**config.mk**
```make
export PLATFORM = sky130hd
export DESIGN_NAME = scan_cluster_grid
export DESIGN_NICKNAME = d
export VERILOG_FILES = /design/src/rtl/cras_pkg.sv /design/src/rtl/axis_onehot_dec.sv /design/src/rtl/scan_cluster_cell.sv /design/src/rtl/scan_cluster_grid.sv
export SDC_FILE = /design/constraint.sdc
export NUM_CORES = 1
export LEC_CHECK = 0
export ABC_AREA = 1
export ABC_CLOCK_PERIOD_IN_PS = 1670
export BUFFER_PORTS_ARGS = -buffer_cell sky130_fd_sc_hd__buf_2
export CAP_MARGIN = 20
export CORE_UTILIZATION = 40
export CTS_BUF_LIST = sky130_fd_sc_hd__clkbuf_8
export CTS_CLUSTER_SIZE = 16
export DETAILED_ROUTE_END_ITERATION = 10
export PLACE_DENSITY_LB_ADDON = 0.05
export SLEW_MARGIN = 40
export SYNTH_ARGS = -nofsm -noshare
export SYNTH_HDL_FRONTEND = slang
export SYNTH_HIERARCHICAL = 1
export SYNTH_SLANG_ARGS = --single-unit
```
**constraint.sdc**
```tcl
create_clock -name clk_i -period 1.67 [get_ports clk_i]
set_input_delay 0.501 -clock clk_i [delete_from_list [all_inputs] [get_ports clk_i]]
set_output_delay 0.501 -clock clk_i [all_outputs]
set_load 0.01 [all_outputs]
```
**src/rtl/cras_pkg.sv**
```systemverilog
`timescale 1ns/1ps
package cras_pkg;

  typedef enum logic [1:0] {
    MODE_RESET = 2'd0,
    MODE_FUNC  = 2'd1,
    MODE_LOAD  = 2'd2
  } grid_mode_e;

  function automatic int unsigned field_width(input int unsigned count);
    return (count > 1) ? $clog2(count) : 1;
  endfunction

endpackage

```
**src/rtl/axis_onehot_dec.sv**
```systemverilog
`timescale 1ns/1ps
module axis_onehot_dec #(
  parameter int unsigned LINES = 4,
  parameter int unsigned W     = 2
) (
  input  logic [W-1:0]     code_i,
  output logic [LINES-1:0] lines_o
);

  // codes at or above LINES match no line
  for (genvar i = 0; i < LINES; i++) begin : g_line
    assign lines_o[i] = (code_i == W'(i));
  end

endmodule

```
**src/rtl/scan_cluster_cell.sv**
```systemverilog
`timescale 1ns/1ps
module scan_cluster_cell #(
  parameter logic RST_VAL = 1'b0
) (
  input  logic clk_i,
  input  logic rst_ni,
  input  logic func_i,
  input  logic sel_i,
  input  logic d_i,
  output logic q_o
);

  logic state_q;

  always_ff @(posedge clk_i or negedge rst_ni) begin
    if (!rst_ni)     state_q <= RST_VAL;
    else if (func_i) state_q <= d_i;
    else if (sel_i)  state_q <= ~RST_VAL;
  end

  assign q_o = state_q;

  p_reset_val_r1: assert property (@(posedge clk_i)
    !rst_ni |-> q_o == RST_VAL);

  p_capture_r2: assert property (@(posedge clk_i) disable iff (!rst_ni)
    func_i |=> q_o == $past(d_i));

  p_force_r3: assert property (@(posedge clk_i) disable iff (!rst_ni)
    (!func_i && sel_i) |=> q_o == ~RST_VAL);

  p_hold_r4: assert property (@(posedge clk_i) disable iff (!rst_ni)
    (!func_i && !sel_i) |=> $stable(q_o));

endmodule

```
**src/rtl/scan_cluster_grid.sv**
```systemverilog
`timescale 1ns/1ps
module scan_cluster_grid
  import cras_pkg::*;
#(
  parameter int unsigned ROWS = 3,
  parameter int unsigned COLS = 4,
  parameter logic [ROWS*COLS-1:0] RST_POL = 12'h63A,
  localparam int unsigned XW = field_width(ROWS),
  localparam int unsigned YW = field_width(COLS),
  localparam int unsigned AW = XW + YW,
  localparam int unsigned N  = ROWS * COLS
) (
  input  logic          clk_i,
  input  logic          rst_ni,
  input  logic          test_ctrl_i,
  input  logic [AW-1:0] addr_i,
  input  logic [N-1:0]  func_d_i,
  output logic [N-1:0]  state_o
);

  grid_mode_e       mode;
  logic [XW-1:0]    row_code;
  logic [YW-1:0]    col_code;
  logic [ROWS-1:0]  row_line;
  logic [COLS-1:0]  col_line;
  logic [N-1:0]     sel;
  logic             func_en;

  always_comb begin
    if (!rst_ni)          mode = MODE_RESET;
    else if (test_ctrl_i) mode = MODE_FUNC;
    else                  mode = MODE_LOAD;
  end

  assign func_en  = (mode == MODE_FUNC);
  assign row_code = addr_i[AW-1:YW];
  assign col_code = addr_i[YW-1:0];

  axis_onehot_dec #(.LINES(ROWS), .W(XW)) u_row_dec (
    .code_i  (row_code),
    .lines_o (row_line)
  );

  axis_onehot_dec #(.LINES(COLS), .W(YW)) u_col_dec (
    .code_i  (col_code),
    .lines_o (col_line)
  );

  for (genvar r = 0; r < ROWS; r++) begin : g_row
    for (genvar c = 0; c < COLS; c++) begin : g_col
      localparam int unsigned IDX = r * COLS + c;
      assign sel[IDX] = row_line[r] & col_line[c];

      scan_cluster_cell #(.RST_VAL(RST_POL[IDX])) u_cell (
        .clk_i  (clk_i),
        .rst_ni (rst_ni),
        .func_i (func_en),
        .sel_i  (sel[IDX]),
        .d_i    (func_d_i[IDX]),
        .q_o    (state_o[IDX])
      );
    end
  end

  p_one_sel_r5: assert property (@(posedge clk_i) disable iff (!rst_ni)
    $countones(sel) <= 1);

  p_oob_none_r6: assert property (@(posedge clk_i) disable iff (!rst_ni)
    (32'(row_code) >= ROWS || 32'(col_code) >= COLS) |-> sel == '0);

  p_func_ignores_addr_r8: assert property (@(posedge clk_i) disable iff (!rst_ni)
    test_ctrl_i |=> state_o == $past(func_d_i));

endmodule

```
==> impl_metrics.ini, run 1 <==
[run_status]
outcome = complete, no violations

[sta]
hold_viol_final = 0
relSlewSlack = 0.8244
setup-violations-final = 0
rsz0062_at_grt = false
skew_ns = 0
period_minus_slack_ns = 1.384
fin_tns_setup_ns = 0
period_share = 0.8289
max_freq_mhz = 722.4
drv_slew = 0
tightestPinTransition_ns = 0.2624

[clock_tree]
cts_resized = 0
post_cts_buffers = 0
cts_sinks = 12
cts_root_buffer = clkbuf_8
insertion_delay_ns = 0.24
cts_tree = done
clk_pin_slew_ns = 0.06
h-tree-depth = 1
cts_hold_buf = 0
cts_buffer_depth = 2
cts_buffers = 3

[drt]
wirelength_mm = 1.336
route.vias.total = 631
drc = 0
vias_per_cell = 4.207
drtIter0Drc = 2
wl_per_cell_um = 8.907
final_antenna_net_count = 0
firstDrtPassIters = 4

[critical_path]
critPathRequiredTime_ns = 1.17
reg2regPathDepth = 2
critPathMaxFanout = 2
crit_cells = 1
cp-start-kind = register
critPathBufInv = 1
max_stage_delay_ns = 0.52
crit_family = flip-flops
worstPathCellList = buf_2
worstSetupEndpointType = output port
crit_type = register to output port
crit_path_top_delay_cell = dfstp_2
cp.arrival_ns = 0.88

[layout]
nets = 154
multiInputGateArea_um2 = 240.2
diodes = 0
fillCellCount = 157
drive_above_1_share = 0.3060
area_growth_pct = 36.08
largest_register_ffs = 12
regArea_um2 = 307.8
layout.cells.non_filler = 150

[logic_synthesis]
synthSimpleGateAreaFrac = 0.3294
synthTopCellsByArea = nand2_1 26%, dfstp_2 25%, dfrtp_1 24%
synth.top_cell.area_share = 0.2588
ys_seq_area_frac = 0.4824
synth_top_cell_by_area = nand2_1
yosys-top-cells-count = 44 x nand2_1, 24 x inv_1, 12 x nor2_1
synth_nets = 117
synth_cell_types = 6
synth-edff-count = 0
ys_seq_elements = 12
synth_adder_area_share = 0
syn_area_per_cell_um2 = 6.511
yosysMostFrequentCell = nand2_1
synth_mux_area_frac = 0
synthXorXnorAreaFrac = 0
synth-async-reset-ratio = 1.000
synth_top_family_by_area = simple AND/OR/NAND/NOR gates
synth_compound_area_frac = 0.04706
synth_ff_type = dfstp_2
yosys_warnings = 6
syn_inst = 98
syn-cell-area_um2 = 638.1

[power_and_ir_drop]
p_per_area_mw_per_mm2 = 907.3
p_leak_nw = 0.5922
worst_ir_drop_vdd_uv = 637.1

[global_routing]
grt_pass1_wl_mm = 2.201
antenna_found_initial = 0
grt_max_degree = 25
groute.usage.overall = 0.1662
first_global_vias = 525
grt-ovfl-total = 0

[placed_design]
io_buffer_count = 30
post-place-cells = 146
dp_hpwl_um = 961.8
place.gp.congestion = 0.7052

[floorplanning]
dieArea_mm2 = 0.001759
start_util = 0.4236
rows = 14
core_mm2 = 0.001506
die_w_um = 41.94
die_h_um = 41.94
pin_count = 31

[job]
cap_violations = 0

[worst_hold_path]
min_path_type = input port to asynchronous set/reset pin
[path summary, 6_finish.rpt]
check	startpoint	to	slack [ns]
max	g_row[1].g_col[0].u_cell/q_o	state_o[4]	0.29
min	rst_ni	g_row[1].g_col[3].u_cell/q_o	0.22
max reg2reg	g_row[2].g_col[1].u_cell/q_o	g_row[2].g_col[1].u_cell/q_o	0.99
min reg2reg	g_row[2].g_col[2].u_cell/q_o	g_row[2].g_col[2].u_cell/q_o	0.46
max in group asynchronous	rst_ni	g_row[2].g_col[2].u_cell/q_o	1.22
min in group clk_i	func_d_i[4]	g_row[1].g_col[0].u_cell/q_o	0.46
[routing by layer]
layer | GRT usage | wire (um)
met1 | 0.2167 | 664
met2 | 0.2563 | 590
met3 | 0.04348 | 70
met4 | 0.07742 | 11
met5 | 0 | 0
[layout by cell type (no fill, tap or decap)]
master / count
buf_2: 30
buf_4: 2
clkbuf_8: 3
dfrtp_1: 6
dfstp_2: 6
inv_1: 25
nand2_1: 44
nor2_1: 12
o21ai_1: 6
[where the power goes]
group / leakage (nW) / switching, mW / internal [mW]
Sequential: 0.135 / 0.0177 / 0.342
Combinational: 0.430 / 0.0915 / 0.0693
Clock: 0.0269 / 0.105 / 0.162
Total: 0.592 / 0.214 / 0.573
[metrics by stage]
stage / instance area [um^2] / util / hold slack, ns / setup slack, ns / power (mW)
2_1_floorplan: 638.1 / - / 0.2054 / 0.4657 / 0.4463
3_3_place_gp: 823.3 / 0.5465 / 0.4486 / 0.4420 / 0.5227
3_5_place_dp: 823.3 / 0.5465 / 0.4516 / 0.3978 / 0.5272
4_1_cts: 868.3 / 0.5764 / 0.2174 / 0.2772 / 0.8014
5_1_grt: 868.3 / 0.5764 / 0.2353 / 0.2601 / 0.8370
6_report: 868.3 / 0.5764 / 0.2204 / 0.2858 / 0.7878
[final cells by class]
type	count	share of cell area
flip-flops and latches	12	0.3545
clock inverters	1	0.004323
multi-input cells	62	0.2767
well taps	16	0.02305
repair buffers	32	0.1902
inverters	24	0.1037
clock buffers	3	0.04755
[logic make-up after synthesis]
family / count (synthesis)
compound gates: 6
buf+inv: 24
flops: 12
simple gates: 56
Note: power is estimated with default switching activity, not from simulation.
==> run 2: changes to the inputs <==
--- a/config.mk
+++ b/config.mk
@@ -6,7 +6,7 @@
 export NUM_CORES = 1
 export LEC_CHECK = 0
 export ABC_AREA = 1
-export ABC_CLOCK_PERIOD_IN_PS = 1670
+export ABC_CLOCK_PERIOD_IN_PS = 1300
 export BUFFER_PORTS_ARGS = -buffer_cell sky130_fd_sc_hd__buf_2
 export CAP_MARGIN = 20
 export CORE_UTILIZATION = 40
==> constraint.sdc (replaced) <==
create_clock -name clk_i -period 1.3 [get_ports clk_i]
set_input_delay 0.39 -clock clk_i [delete_from_list [all_inputs] [get_ports clk_i]]
set_output_delay 0.39 -clock clk_i [all_outputs]
set_load 0.01 [all_outputs]
==> run 2 against run 1 <==
Compared with the run above:
- clock-buffer cell count is 1 higher
- cell count is the same
- global-route usage is 0.44 points higher
- largest cell class unchanged
- sequential power rose by 29%
- highest routed layer is now met3
- cell area rose by 3.3%
- clock skew is the same
==> impl_metrics.ini, run 2 (synthesized netlist as in run 1, its figures left out) <==
[sta]
fin_tns_setup_ns = 0
tightestPinTransition_ns = 0.2560
drv_slew = 0
period_minus_slack_ns = 1.279
relSlewSlack = 0.8287
setup-violations-final = 0
period_share = 0.9836
max_freq_mhz = 782.1
hold_viol_final = 0
rsz0062_at_grt = false
hold_ws_ns = 0.09190
skew_ns = 0

[clock_tree]
clk_pin_slew_ns = 0.05
cts_resized = 0
post_cts_buffers = 0
cts_root_buffer = clkbuf_8
cts_buffers = 3
insertion_delay_ns = 0.24
cts_sinks = 12
cts_tree = done
cts_buffer_depth = 2
cts_hold_buf = 0
h-tree-depth = 1

[global_routing]
groute.usage.overall = 0.1706
grt_pass1_wl_mm = 2.311
antenna_found_initial = 0
grt-ovfl-total = 0
grt_max_degree = 25
first_global_vias = 580

[layout]
regArea_um2 = 307.8
mostFrequentLayoutCells = 44 x nand2_1, 29 x buf_2, 24 x inv_1
fillCellCount = 154
area_growth_pct = 40.59
diodes = 0
layout_commonest_cell = nand2_1
nets = 154
largest_register_ffs = 12
multiInputGateArea_um2 = 240.2
final_util = 0.5955
drive_above_1_share = 0.3134

[critical_path]
cp.arrival_ns = 0.89
crit_type = register to output port
reg2regPathDepth = 2
crit-reg2reg-launch = g_row[2].g_col[1].u_cell/q_o
r2r_setup_slack_ns = 0.60
r2r_end = g_row[2].g_col[1].u_cell/q_o
worstSetupEndpointType = output port
worstPathCellList = buf_2
critPathMaxFanout = 2
cp-start-kind = register
crit_path_top_delay_cell = dfstp_2
critPathRequiredTime_ns = 0.91
critPathBufInv = 1
max_stage_delay_ns = 0.53
crit_family = flip-flops

[drt]
wl_per_cell_um = 8.413
vias_per_cell = 4.227
wirelength_mm = 1.262
firstDrtPassIters = 4
drtIter0Drc = 11
route.vias.total = 634
drc = 0
final_antenna_net_count = 0

[floorplanning]
start_util = 0.4236
pin_count = 31
dieArea_mm2 = 0.001759
die_w_um = 41.94
core_mm2 = 0.001506
die_h_um = 41.94
rows = 14

[placed_design]
place.gp.congestion = 0.7304
dp_hpwl_um = 969.8
io_buffer_count = 30

[run_status]
outcome = complete, no violations

[worst_hold_path]
min_path_type = input port to asynchronous set/reset pin

[power_and_ir_drop]
p_leak_nw = 0.5992
p_per_area_mw_per_mm2 = 1203
worst_ir_drop_vdd_uv = 748.3
p_total_mw = 1.080

[job]
cap_violations = 0
## run 2: changes by cell type in the layout (fill, tap and decap cells not counted)
cell and change:
buf_6 +1, clkbuf_8 +1, inv_1 -1, buf_4 -1
buf_12 +1, buf_2 -1
## run 2: how the worst max path moves through the flow
stage / startpoint / to / slack (ns) / cells after the start
2_1_floorplan: test_ctrl_i / g_row[0].g_col[0].u_cell/q_o / 0.21 / 5
3_3_place_gp: addr_i[2] / g_row[1].g_col[0].u_cell/q_o / 0.22 / 8
3_5_place_dp: rst_ni / g_row[0].g_col[0].u_cell/q_o / 0.22 / 7
4_1_cts: g_row[2].g_col[1].u_cell/q_o / state_o[9] / 0.01 / 1
5_1_grt: g_row[2].g_col[1].u_cell/q_o / state_o[9] / 0.002 / 1
6_report: g_row[2].g_col[1].u_cell/q_o / state_o[9] / 0.02 / 1
## run 2: final cells by class
class / instances / area share
multi-input cells: 62 / 0.2678
flip-flops and latches: 12 / 0.3431
clock buffers: 4 / 0.06137
inverters: 24 / 0.1004
repair buffers: 32 / 0.2050
well taps: 16 / 0.02232
## run 2: power by group
| part | internal (mW) | leakage, nW | switching, mW |
|---|---|---|---|
| combinational | 0.0974 | 0.435 | 0.116 |
| clock | 0.267 | 0.0288 | 0.135 |
| sequential | 0.440 | 0.135 | 0.0237 |
| total | 0.805 | 0.599 | 0.275 |
## run 2: routing by layer
metal | track usage | vias up | share of wire
li1 | - | 349 | -
met1 | 0.2271 | 266 | 0.47
met2 | 0.2594 | 19 | 0.47
met3 | 0.05652 | 0 | 0.064
met4 | 0.05806 | 0 | 0
met5 | 0 | - | 0
## run 2: through the flow
step | cells | instance area (um^2) | setup WS [ns]
after global placement | 146 | 835.8 | 0.2217
after CTS | 150 | 890.9 | 0.009841
after detailed placement | 146 | 835.8 | 0.2206
after floorplan | 98 | 638.1 | 0.2067
final | 150 | 897.1 | 0.02136
after global routing | 150 | 897.1 | 0.001636
==> run 3: changes to the inputs <==
--- a/config.mk
+++ b/config.mk
@@ -13,7 +13,7 @@
 export CTS_BUF_LIST = sky130_fd_sc_hd__clkbuf_8
 export CTS_CLUSTER_SIZE = 16
 export DETAILED_ROUTE_END_ITERATION = 10
-export PLACE_DENSITY_LB_ADDON = 0.05
+export PLACE_DENSITY = 0.81
 export SLEW_MARGIN = 40
 export SYNTH_ARGS = -nofsm -noshare
 export SYNTH_HDL_FRONTEND = slang
==> run 3 against run 2 <==
Compared with the run above:
- sequential power hardly changed
- setup slack gained 0.011 ns
- cell count shrank 0.67%
- total power down 7.2%
- cell area down 2.2%
- critical path depth stayed put
- register-to-register slack hardly changed
- maximum frequency grew 0.86%
- first-iteration DRC count shrank 27%
- combinational power hardly changed
- worst hold slack worse by 0.0060 ns
- clock skew is the same
==> impl_metrics.ini, run 3 (synthesized netlist as in run 1, its figures left out) <==
[run_status]
outcome = complete, no violations

[clock_tree]
clk_pin_slew_ns = 0.05
post_cts_buffers = 0
cts_root_buffer = clkbuf_8
cts_buffers = 3
h-tree-depth = 1
cts_resized = 0
cts_sinks = 12
insertion_delay_ns = 0.23
cts_tree = done
cts_hold_buf = 0
cts_buffer_depth = 2

[drt]
vias_per_cell = 4.389
drc = 0
route.vias.total = 654
final_antenna_net_count = 0
drtIter0Drc = 8
wirelength_mm = 1.311
firstDrtPassIters = 3
wl_per_cell_um = 8.799

[sta]
rsz0062_at_grt = false
tightestPinTransition_ns = 0.2618
fin_tns_setup_ns = 0
hold_viol_final = 0
setup-violations-final = 0
max_freq_mhz = 788.8
period_minus_slack_ns = 1.268
drv_slew = 0
period_share = 0.9752
skew_ns = 0
relSlewSlack = 0.8248

[power_and_ir_drop]
power_frac_comb = 0.212
clkPwrFrac = 0.325
p_leak_nw = 0.5905
sw_frac_of_total = 0.2644
p_sw_mw = 0.2647
worst_ir_drop_vdd_uv = 647.5
intPower_mw = 0.7365
p_per_area_mw_per_mm2 = 1142
seqPwrFrac = 0.464

[layout]
layout_commonest_cell = nand2_1
area_growth_pct = 37.45
fillCellCount = 163
mostFrequentLayoutCells = 44 x nand2_1, 30 x buf_2, 24 x inv_1
drive_above_1_share = 0.3083
regArea_um2 = 307.8
post-route-cell-area_um2 = 877.1
multiInputGateArea_um2 = 240.2
diodes = 0
nets = 154
largest_register_ffs = 12

[critical_path]
crit_type = register to output port
critPathMaxFanout = 2
critPathBufInv = 1
crit_family = flip-flops
worstSetupEndpointType = output port
crit_path_top_delay_cell = dfstp_2
max_stage_delay_ns = 0.52
cp.arrival_ns = 0.88
worstPathCellList = buf_2
critPathRequiredTime_ns = 0.91
cp-start-kind = register
crit-reg2reg-launch = g_row[0].g_col[1].u_cell/q_o
reg2regPathDepth = 2
r2r_setup_slack_ns = 0.61
r2r_end = g_row[0].g_col[1].u_cell/q_o

[global_routing]
antenna_found_initial = 0
grt_pass1_wl_mm = 2.297
grt_max_degree = 25
grt-ovfl-total = 0
groute.usage.overall = 0.1679
first_global_vias = 550

[floorplanning]
pin_count = 31
rows = 14
die_w_um = 41.94
core_mm2 = 0.001506
die_h_um = 41.94
start_util = 0.4236
dieArea_mm2 = 0.001759

[worst_hold_path]
min_path_type = input port to asynchronous set/reset pin

[job]
cap_violations = 0

[placed_design]
io_buffer_count = 30
dp_hpwl_mm = 1.044
place_area_um2 = 835.8
place.gp.congestion = 0.7228
run 3: worst max-delay path by stage:
stage	startpoint	endpoint	slack (ns)	cells past startpoint
detailed placement	addr_i[2]	g_row[0].g_col[1].u_cell/q_o	0.20	7
global route	g_row[2].g_col[2].u_cell/q_o	state_o[10]	0.007	1
global placement	addr_i[3]	g_row[2].g_col[1].u_cell/q_o	0.23	8
floorplan	test_ctrl_i	g_row[0].g_col[0].u_cell/q_o	0.21	5
finish	g_row[0].g_col[1].u_cell/q_o	state_o[1]	0.03	1
CTS	g_row[2].g_col[2].u_cell/q_o	state_o[10]	0.02	1
run 3: power by group through the flow:
stage,Clock [mW],Combinational [mW],Sequential [mW]
detailed placement,0,0.215,0.471
finish,0.325,0.212,0.464
global placement,0,0.208,0.469
floorplan,0,0.0772,0.496
global route,0.349,0.244,0.470
CTS,0.340,0.215,0.465
run 3: per-layer routing:
layer / GRT usage / vias up / share of wire / wire length [um]
met4: 0.03871 / 0 / 0 / 0
met3: 0.04348 / 0 / 0.052 / 68
met2: 0.2781 / 17 / 0.49 / 639
li1: - / 348 / - / -
met5: 0 / - / 0 / 0
met1: 0.2188 / 289 / 0.46 / 603
run 3: final cells by class:
| cell class | count | area share |
|---|---|---|
| Clock buffer | 3 | 0.04708 |
| Inverter | 24 | 0.1027 |
| Multi-Input combinational cell | 62 | 0.2739 |
| Sequential cell | 12 | 0.3509 |
| Tap cell | 16 | 0.02282 |
| Timing Repair Buffer | 32 | 0.2026 |
run 3: per-stage QoR:
stage          total power [mW]  hold WS, ns    util  std cells  worst slack, ns
2_1_floorplan            0.5733      0.09441       -         98           0.2067
5_1_grt                   1.063       0.1160  0.5822        149         0.007132
6_report                  1.001      0.08592  0.5822        149          0.03224
4_1_cts                   1.021      0.08347  0.5822        149          0.02221
3_3_place_gp             0.6768       0.3341  0.5548        146           0.2293
3_5_place_dp             0.6859       0.3371  0.5548        146           0.2037
